`config.mk`:
```
export PLATFORM = sky130hd
export DESIGN_NAME = dcc_mailbox
export DESIGN_NICKNAME = d
export VERILOG_FILES = /design/src/rtl/dcc_pkg.sv /design/src/rtl/dcc_slot.sv /design/src/rtl/dcc_overrun.sv /design/src/rtl/dcc_readmux.sv /design/src/rtl/dcc_mailbox.sv
export SDC_FILE = /design/constraint.sdc
export NUM_CORES = 1
export LEC_CHECK = 0
export ABC_AREA = 0
export BUFFER_PORTS_ARGS = -buffer_cell sky130_fd_sc_hd__buf_2
export CELL_PAD_IN_SITES_DETAIL_PLACEMENT = 0
export CELL_PAD_IN_SITES_GLOBAL_PLACEMENT = 1
export CORE_ASPECT_RATIO = 1.2
export CORE_MARGIN = 2
export CORE_UTILIZATION = 39
export CTS_BUF_LIST = sky130_fd_sc_hd__clkbuf_16
export DETAILED_ROUTE_END_ITERATION = 12
export PLACE_DENSITY = 0.76
export SYNTH_ARGS = -nofsm -noshare
export SYNTH_HDL_FRONTEND = slang
export SYNTH_SLANG_ARGS = --single-unit
```
`constraint.sdc`:
```
create_clock -name clk -period 1.15 [get_ports clk]
set_input_delay 0.1725 -clock clk [delete_from_list [all_inputs] [get_ports clk]]
set_output_delay 0.1725 -clock clk [all_outputs]
set_load 0.02 [all_outputs]
```
`src/rtl/dcc_pkg.sv`:
```
package dcc_pkg;
  localparam int unsigned FLAG_R_BIT   = 0;
  localparam int unsigned FLAG_W_BIT   = 1;
  localparam int unsigned FLAG_OVR_BIT = 2;
  localparam int unsigned VER_W        = 4;

  typedef struct packed {
    logic ovr;
    logic w_full;
    logic r_full;
  } dcc_flags_t;
endpackage

```
`src/rtl/dcc_slot.sv`:
```
module dcc_slot #(
  parameter int unsigned DATA_W = 32
) (
  input  logic              clk,
  input  logic              rst_n,
  input  logic              put,
  input  logic [DATA_W-1:0] put_data,
  input  logic              take,
  output logic              full,
  output logic [DATA_W-1:0] data,
  output logic              ovr_evt
);
  always_ff @(posedge clk or negedge rst_n) begin
    if (!rst_n) begin
      full <= 1'b0;
      data <= '0;
    end else begin
      full <= put | (full & ~take);
      if (put) data <= put_data;
    end
  end

  assign ovr_evt = put & full & ~take;
endmodule

```
`src/rtl/dcc_overrun.sv`:
```
module dcc_overrun (
  input  logic clk,
  input  logic rst_n,
  input  logic set_a,
  input  logic set_b,
  input  logic clr,
  output logic ovr
);
  always_ff @(posedge clk or negedge rst_n) begin
    if (!rst_n)             ovr <= 1'b0;
    else if (set_a | set_b) ovr <= 1'b1;
    else if (clr)           ovr <= 1'b0;
  end
endmodule

```
`src/rtl/dcc_readmux.sv`:
```
module dcc_readmux #(
  parameter int unsigned DATA_W = 32
) (
  input  logic              clk,
  input  logic              rst_n,
  input  logic              rd_en,
  input  logic              sel_ctrl,
  input  logic              sel_data,
  input  logic [DATA_W-1:0] ctrl_word,
  input  logic [DATA_W-1:0] data_word,
  output logic [DATA_W-1:0] rdata
);
  logic [DATA_W-1:0] next_word;

  always_comb begin
    next_word = '0;
    if (sel_ctrl)      next_word = ctrl_word;
    else if (sel_data) next_word = data_word;
  end

  always_ff @(posedge clk or negedge rst_n) begin
    if (!rst_n)     rdata <= '0;
    else if (rd_en) rdata <= next_word;
  end
endmodule

```
`src/rtl/dcc_mailbox.sv`:
```
module dcc_mailbox
  import dcc_pkg::*;
#(
  parameter int unsigned       DATA_W    = 32,
  parameter int unsigned       ADDR_W    = 5,
  parameter int unsigned       CTRL_ADDR = 4,
  parameter int unsigned       DATA_ADDR = 5,
  parameter logic [VER_W-1:0]  VERSION   = 4'h6
) (
  input  logic              clk,
  input  logic              rst_n,
  input  logic [ADDR_W-1:0] dbg_addr,
  input  logic              dbg_wr_en,
  input  logic              dbg_rd_en,
  input  logic [DATA_W-1:0] dbg_wdata,
  output logic [DATA_W-1:0] dbg_rdata,
  input  logic              tgt_in_valid,
  output logic              tgt_in_ready,
  input  logic [DATA_W-1:0] tgt_in_data,
  output logic              tgt_out_valid,
  input  logic              tgt_out_ready,
  output logic [DATA_W-1:0] tgt_out_data
);
  localparam int unsigned PAD_W = DATA_W - VER_W - 3;

  logic              hit_ctrl, hit_data;
  logic              dbg_data_wr, dbg_data_rd, dbg_ctrl_wr;
  logic              w_full, r_full, ovr;
  logic              ovr_in, ovr_out;
  logic              out_take;
  logic [DATA_W-1:0] in_word;
  logic [DATA_W-1:0] ctrl_word;
  dcc_flags_t        flags;

  assign hit_ctrl    = (dbg_addr == ADDR_W'(CTRL_ADDR));
  assign hit_data    = (dbg_addr == ADDR_W'(DATA_ADDR));
  assign dbg_data_wr = dbg_wr_en & hit_data;
  assign dbg_data_rd = dbg_rd_en & hit_data;
  assign dbg_ctrl_wr = dbg_wr_en & hit_ctrl;
  assign out_take    = tgt_out_ready & r_full;

  // target -> debugger
  dcc_slot #(.DATA_W(DATA_W)) u_in_slot (
    .clk(clk), .rst_n(rst_n),
    .put(tgt_in_valid), .put_data(tgt_in_data), .take(dbg_data_rd),
    .full(w_full), .data(in_word), .ovr_evt(ovr_in)
  );

  // debugger -> target
  dcc_slot #(.DATA_W(DATA_W)) u_out_slot (
    .clk(clk), .rst_n(rst_n),
    .put(dbg_data_wr), .put_data(dbg_wdata), .take(out_take),
    .full(r_full), .data(tgt_out_data), .ovr_evt(ovr_out)
  );

  dcc_overrun u_ovr (
    .clk(clk), .rst_n(rst_n),
    .set_a(ovr_in), .set_b(ovr_out),
    .clr(dbg_ctrl_wr & dbg_wdata[FLAG_OVR_BIT]),
    .ovr(ovr)
  );

  assign flags     = '{ovr: ovr, w_full: w_full, r_full: r_full};
  assign ctrl_word = {VERSION, {PAD_W{1'b0}}, flags};

  dcc_readmux #(.DATA_W(DATA_W)) u_rd (
    .clk(clk), .rst_n(rst_n), .rd_en(dbg_rd_en),
    .sel_ctrl(hit_ctrl), .sel_data(hit_data),
    .ctrl_word(ctrl_word), .data_word(in_word), .rdata(dbg_rdata)
  );

  assign tgt_in_ready  = 1'b1;
  assign tgt_out_valid = r_full;
endmodule

```
==> metrics, run 1 <==
Hold Path Sink u_in_slot.data[10]; synthesis-stage register bit count 99; number of CTS-inserted buffers 9; vias in the first global route 2569; Max Freq 873 MHz; setup violators final 0; hold depth 2; reg-to-reg startpoint u_out_slot.full; Leak 2.64 nW; floorplan die width 95.1 µm; Port Buffers 139; Hold Crit Start tgt_in_data[10]; Worst Hold Class input port to flop; max_cap viols 0; Hold Fails Final Rpt 0; YS warnings 0; clk_lat worst skew 0.33 ns; Setup crit end kind flop; global route overflow 0; first-pass GRT wire length 12900 µm; Final TNS setup 0 ns; Antenna diodes 0; kind of critical path input port to flop; Slew Limit Fails 0; Clock Root Buffer clkbuf_16; Pre-antenna DRT Iters 4; IO Pins 141; Post-synth EDFFs 0; Residual DRC 0; Mapped Nets 313; First DRT Iteration DRCs 51; CTS Buffer Depth 2; DR vias 2539; Post-Syn Area 3880 µm²; post-route ant nets 0; synth unique cells 23; RSZ-0062 raised after global routing yes; ys flop type dfrtp_1; R2R cell count 3; CTS clock-pin slew for the worst setup and hold paths 0.06 ns; terminus of the critical flop-to-flop path u_rd.rdata[0]; total track usage 0.156; Initial Utilization 0.404; Peak VDD IR 0.616 mV; required time of the critical path 1.37 ns; drt total wl 8030 µm; Area Growth Syn to Fin 31.5%; status finished clean; clock skew 0.00385 ns; Rows 39; period utilisation layout 0.997; Mean Syn Cell Area 16.3 µm²; Worst Path Arrival 1.36 ns; initial antenna violation count 0; core outline area 9610 µm²; clock sinks 99; Cell Pwr Density 1560 nW/µm²; layout cells sized above 1 0.594; final cell count without fillers 517; Final GP Congestion 0.656; Tmin final 1.15 ns; async set-or-reset flop fraction in the synthesized netlist 1.00; Vias/cell 4.91; WL per Instance 15.5 µm; die area 10800 µm²; largest net degree at the start of global routing 55; chip height 113 µm; sequential area share after synthesis 0.638; reg2reg setup slack 0.21 ns; CTS tree yes; post-synthesis instance total 238; htree depth 3; Final HPWL DP 5750 µm; Hold WS 0.0692 ns; fin nets 464; critical path peak fanout 8; DP Cell Count 499; CP startpoint kind input port
report_power, final:
| group | switching (mW) | leakage (nW) | internal, mW |
|---|---|---|---|
| clock network | 1.18 | 0.132 | 1.42 |
| logic | 0.674 | 1.24 | 0.691 |
| registers | 0.183 | 1.26 | 3.84 |
| total | 2.03 | 2.64 | 5.94 |
layout make-up:
class / count / area, µm²
fill: 869 / 4510
sequential: 99 / 2480
multi-input combinational: 115 / 1250
timing repair buffer: 156 / 941
clock buffer: 9 / 225
tap: 123 / 154
inverter: 8 / 30.0
clock inverter: 7 / 27.5
critical path: stages:
cell and delay, ns:
buf_6 0.10, nor4b_4 0.28, and3_4 0.32, clkbuf_16 0.19
mux2_4 0.30
synthesized netlist by cell type, types with 2 or more instances:
cell	count	area share
dfrtp_1	99	0.64
inv_1	7	0.0068
o211ai_1	2	0.0039
mux2_2	38	0.11
buf_4	3	0.0058
clkbuf_1	7	0.0068
o21ai_0	5	0.0064
a21o_1	2	0.0039
buf_12	3	0.015
nand3_1	4	0.0052
a22o_1	27	0.061
mux2_4	29	0.11
and3_1	2	0.0032
cells by family after synthesis:
group | count (synthesis) | synth area share
other | 1 | 0.000966
AND/OR/NAND/NOR | 8 | 0.0155
multiplexers | 67 | 0.222
AO/OA/AOI/OAI | 39 | 0.0825
buffers and inverters | 24 | 0.0409
flip-flops | 99 | 0.638
how the worst max path moves through the flow:
stage / from / endpoint / slack (ns) / cells past startpoint
5_1_grt: dbg_addr[3] / u_out_slot.data[12] / -0.03 / 5
4_1_cts: dbg_addr[1] / u_out_slot.data[9] / -0.004 / 5
2_1_floorplan: dbg_addr[1] / u_out_slot.data[10] / -0.36 / 5
6_report: dbg_addr[3] / u_out_slot.data[12] / 0.004 / 5
3_5_place_dp: dbg_addr[1] / u_out_slot.data[9] / -0.40 / 5
3_3_place_gp: dbg_addr[1] / u_out_slot.data[8] / -0.36 / 5
what timing repair did:
action / 4_1_cts / 5_1_grt
endpoints found under the setup margin: 24 / 35
hold buffers: 1 / 0
pin swaps: 0 / 2
setup buffers: 0 / 0
gates cloned: 0 / 1
hold endpoints to repair: 99 / 0
resized for setup: 1 / 5
cell usage in the layout (no fill, tap or decap):
cell	netlist	layout
buf_2	1	136
buf_4	3	8
a41oi_1	1	1
dlygate4sd3_1	0	1
o21ai_0	5	5
a21o_1	2	2
nand3_1	4	4
a32o_1	1	1
nor4b_4	1	1
a41o_1	1	1
o211ai_1	2	2
mux2_2	38	38
clkbuf_16	0	10
mux2_4	29	29
clkinv_2	0	1
nor2_1	1	1
inv_1	7	9
conb_1	1	1
buf_6	1	4
buf_12	3	6
and3_1	2	1
and3_4	0	1
dfrtp_1	99	99
a22o_1	27	27
clkinv_1	1	5
metal layers:
layer / vias to the layer above / part of all wire / track usage
li1: 1161 / - / -
met1: 1261 / 0.43 / 0.198
met2: 105 / 0.48 / 0.251
met3: 12 / 0.078 / 0.0386
met4: 0 / 0.020 / 0.0696
met5: - / 0 / 0
state kept, by name, summed over array words and instances (netlist names):
name             cells
u_out_slot.data     32
u_in_slot.full       1
u_out_slot.full      1
u_ovr.ovr            1
u_rd.rdata          32
u_in_slot.data      32
stage by stage:
step           instance area [µm²]  setup WS, ns  total power [mW]   util
2_1_floorplan                 3900        -0.363              4.87      -
3_3_place_gp                  4800        -0.361              5.41  0.499
3_5_place_dp                  4800        -0.399              5.46  0.499
4_1_cts                       5060      -0.00420              8.09  0.527
5_1_grt                       5110       -0.0264              8.37  0.531
6_report                      5110       0.00394              7.98  0.531
No activity file was read; power rests on OpenSTA's default activity.
==> run 2: changes to the inputs <==
--- a/config.mk
+++ b/config.mk
@@ -7,14 +7,14 @@
 export LEC_CHECK = 0
 export ABC_AREA = 0
 export BUFFER_PORTS_ARGS = -buffer_cell sky130_fd_sc_hd__buf_2
-export CELL_PAD_IN_SITES_DETAIL_PLACEMENT = 0
-export CELL_PAD_IN_SITES_GLOBAL_PLACEMENT = 1
+export CELL_PAD_IN_SITES_DETAIL_PLACEMENT = 1
+export CELL_PAD_IN_SITES_GLOBAL_PLACEMENT = 2
 export CORE_ASPECT_RATIO = 1.2
 export CORE_MARGIN = 2
-export CORE_UTILIZATION = 39
+export CORE_UTILIZATION = 33
 export CTS_BUF_LIST = sky130_fd_sc_hd__clkbuf_16
 export DETAILED_ROUTE_END_ITERATION = 12
-export PLACE_DENSITY = 0.76
+export PLACE_DENSITY = 0.77
 export SYNTH_ARGS = -nofsm -noshare
 export SYNTH_HDL_FRONTEND = slang
 export SYNTH_SLANG_ARGS = --single-unit
==> metrics, run 2 (synthesis results as in run 1) <==
status finished clean; vias in the first global route 2731 (+6.3%); Final HPWL DP 6260 µm (+8.8%); Final TNS setup 0 ns (unchanged); most common cell after layout, fill and taps aside buf_2; slowest stage delay, CP 0.36 ns (+0.04 ns); R2R cell count 3 (unchanged); global route overflow 0 (unchanged); Vias/cell 4.66 (-5.2%); CP top delay family simple AND/OR/NAND/NOR gates; clk_lat worst skew 0.34 ns (about the same); CP startpoint kind input port; postcts setup bufs 0 (unchanged); Final GP Congestion 0.696 (+6.2%); initial antenna violation count 1 (+1); Peak VDD IR 0.618 mV (+0.20%); total track usage 0.146 (-0.0106); Finished Cell Area 5100 µm² (-0.20%); core outline area 11500 µm² (+20%); clock skew 0.00511 ns (+0.00126 ns); CP bufs+invs 2 (unchanged); WL per Instance 16.1 µm (+3.7%); Max Freq 874 MHz (+0.11%); period utilisation layout 0.995 (-0.00109); first-pass GRT wire length 13900 µm (+7.8%); RSZ-0062 raised after global routing yes; CTS Buffer Depth 2 (unchanged); Leak 2.60 nW (-1.3%); First DRT Iteration DRCs 46 (-9.8%); floorplan die width 103 µm (+8.3%); Cell Pwr Density 1600 nW/µm² (+2.3%); Pre-antenna DRT Iters 4 (unchanged); largest net degree at the start of global routing 48 (-13%); Hold Crit Start tgt_in_data[22]; chip height 123 µm (+8.4%); layout cells sized above 1 0.602 (+0.00763); clock sinks 99 (unchanged); CP startpoint dbg_addr[1]; kind of critical path input port to flop; Area Growth Syn to Fin 31.3%; CTS tree yes; fin nets 460 (-0.86%); most frequent cells in the layout 138 x buf_2, 99 x dfrtp_1, 38 x mux2_2; Setup crit end kind flop; reg-to-reg startpoint u_out_slot.full; drt total wl 8790 µm (+9.5%); post-route ant nets 0 (unchanged); Residual DRC 0 (unchanged); reg2reg setup slack 0.19 ns (-0.02 ns); Hold Path Sink u_in_slot.data[22]; IO Pins 141 (unchanged); die area 12700 µm² (+17%); Clock Root Buffer clkbuf_16; Tmin final 1.14 ns (-0.00125 ns); Port Buffers 139 (unchanged); Slew Limit Fails 0 (unchanged); terminus of the critical flop-to-flop path u_rd.rdata[0]; DR vias 2542 (+0.12%); required time of the critical path 1.37 ns (about the same); Worst Hold Class input port to flop; max_cap viols 0 (unchanged); crit-path cells buf_2, nor4b_4, and3_4, buf_12, mux2_2; number of CTS-inserted buffers 9 (unchanged); CTS clock-pin slew for the worst setup and hold paths 0.07 ns (about the same); Largest regs u_in_slot.data x32, u_out_slot.data x32, u_rd.rdata x32; htree depth 3 (unchanged); hold depth 2 (unchanged); Worst Path Arrival 1.36 ns (about the same); Post-DP Area 4820 µm² (+0.42%); Crit-path slowest cell mux2_2; Hold Fails Final Rpt 0 (unchanged); setup violators final 0 (unchanged); Rows 43 (+10%); critical path peak fanout 22 (+14); Initial Utilization 0.337 (-0.0667); Antenna diodes 0 (unchanged)
run 2: what timing repair did:
action,CTS,global route
endpoints found under the hold margin,15,0
cloned,0,0
resized for setup,1,0
hold buffers,1,0
endpoints found under the setup margin,4,21
run 2: per-stage QoR:
stage / power, mW / std cells / hold WS [ns] / utilization / setup slack, ns
finish: 8.14 / 546 / 0.0625 / 0.443 / 0.00520
global route: 8.60 / 546 / 0.0476 / 0.443 / -0.0157
CTS: 8.30 / 546 / 0.0458 / 0.443 / -0.00300
detailed placement: 5.48 / 530 / 0.0668 / 0.418 / -0.373
global placement: 5.42 / 530 / 0.0609 / 0.418 / -0.354
floorplan: 4.87 / 238 / -0.123 / - / -0.363
run 2: worst max path at each step:
stage	end	cells past startpoint	slack (ns)
2_1_floorplan	u_out_slot.data[10]	5	-0.36
3_3_place_gp	u_out_slot.data[0]	5	-0.35
3_5_place_dp	u_out_slot.data[0]	5	-0.37
4_1_cts	u_out_slot.data[0]	5	-0.003
5_1_grt	u_out_slot.data[0]	5	-0.02
6_report	u_out_slot.data[0]	5	0.005
run 2: layout make-up:
type	instances	area (µm²)
sequential	99	2480
timing repair buffer	152	873
tap	157	196
clock inverter	6	42.5
clock buffer	9	225
fill	1222	6420
inverter	8	30.0
multi-input combinational	115	1250
run 2: per-layer routing:
| layer | routed length [µm] | up-vias | global-route usage |
|---|---|---|---|
| li1 | - | 1146 | - |
| met4 | 127 | 2 | 0.0567 |
| met2 | 4180 | 100 | 0.240 |
| met3 | 682 | 10 | 0.0421 |
| met5 | 13 | - | 0 |
| met1 | 3790 | 1284 | 0.179 |
run 2: report_power, final:
part           total [mW]  switching, mW  internal, mW
sequential           4.02          0.189          3.83
clock                2.75           1.29          1.46
combinational        1.37          0.683         0.685
total                8.14           2.16          5.98
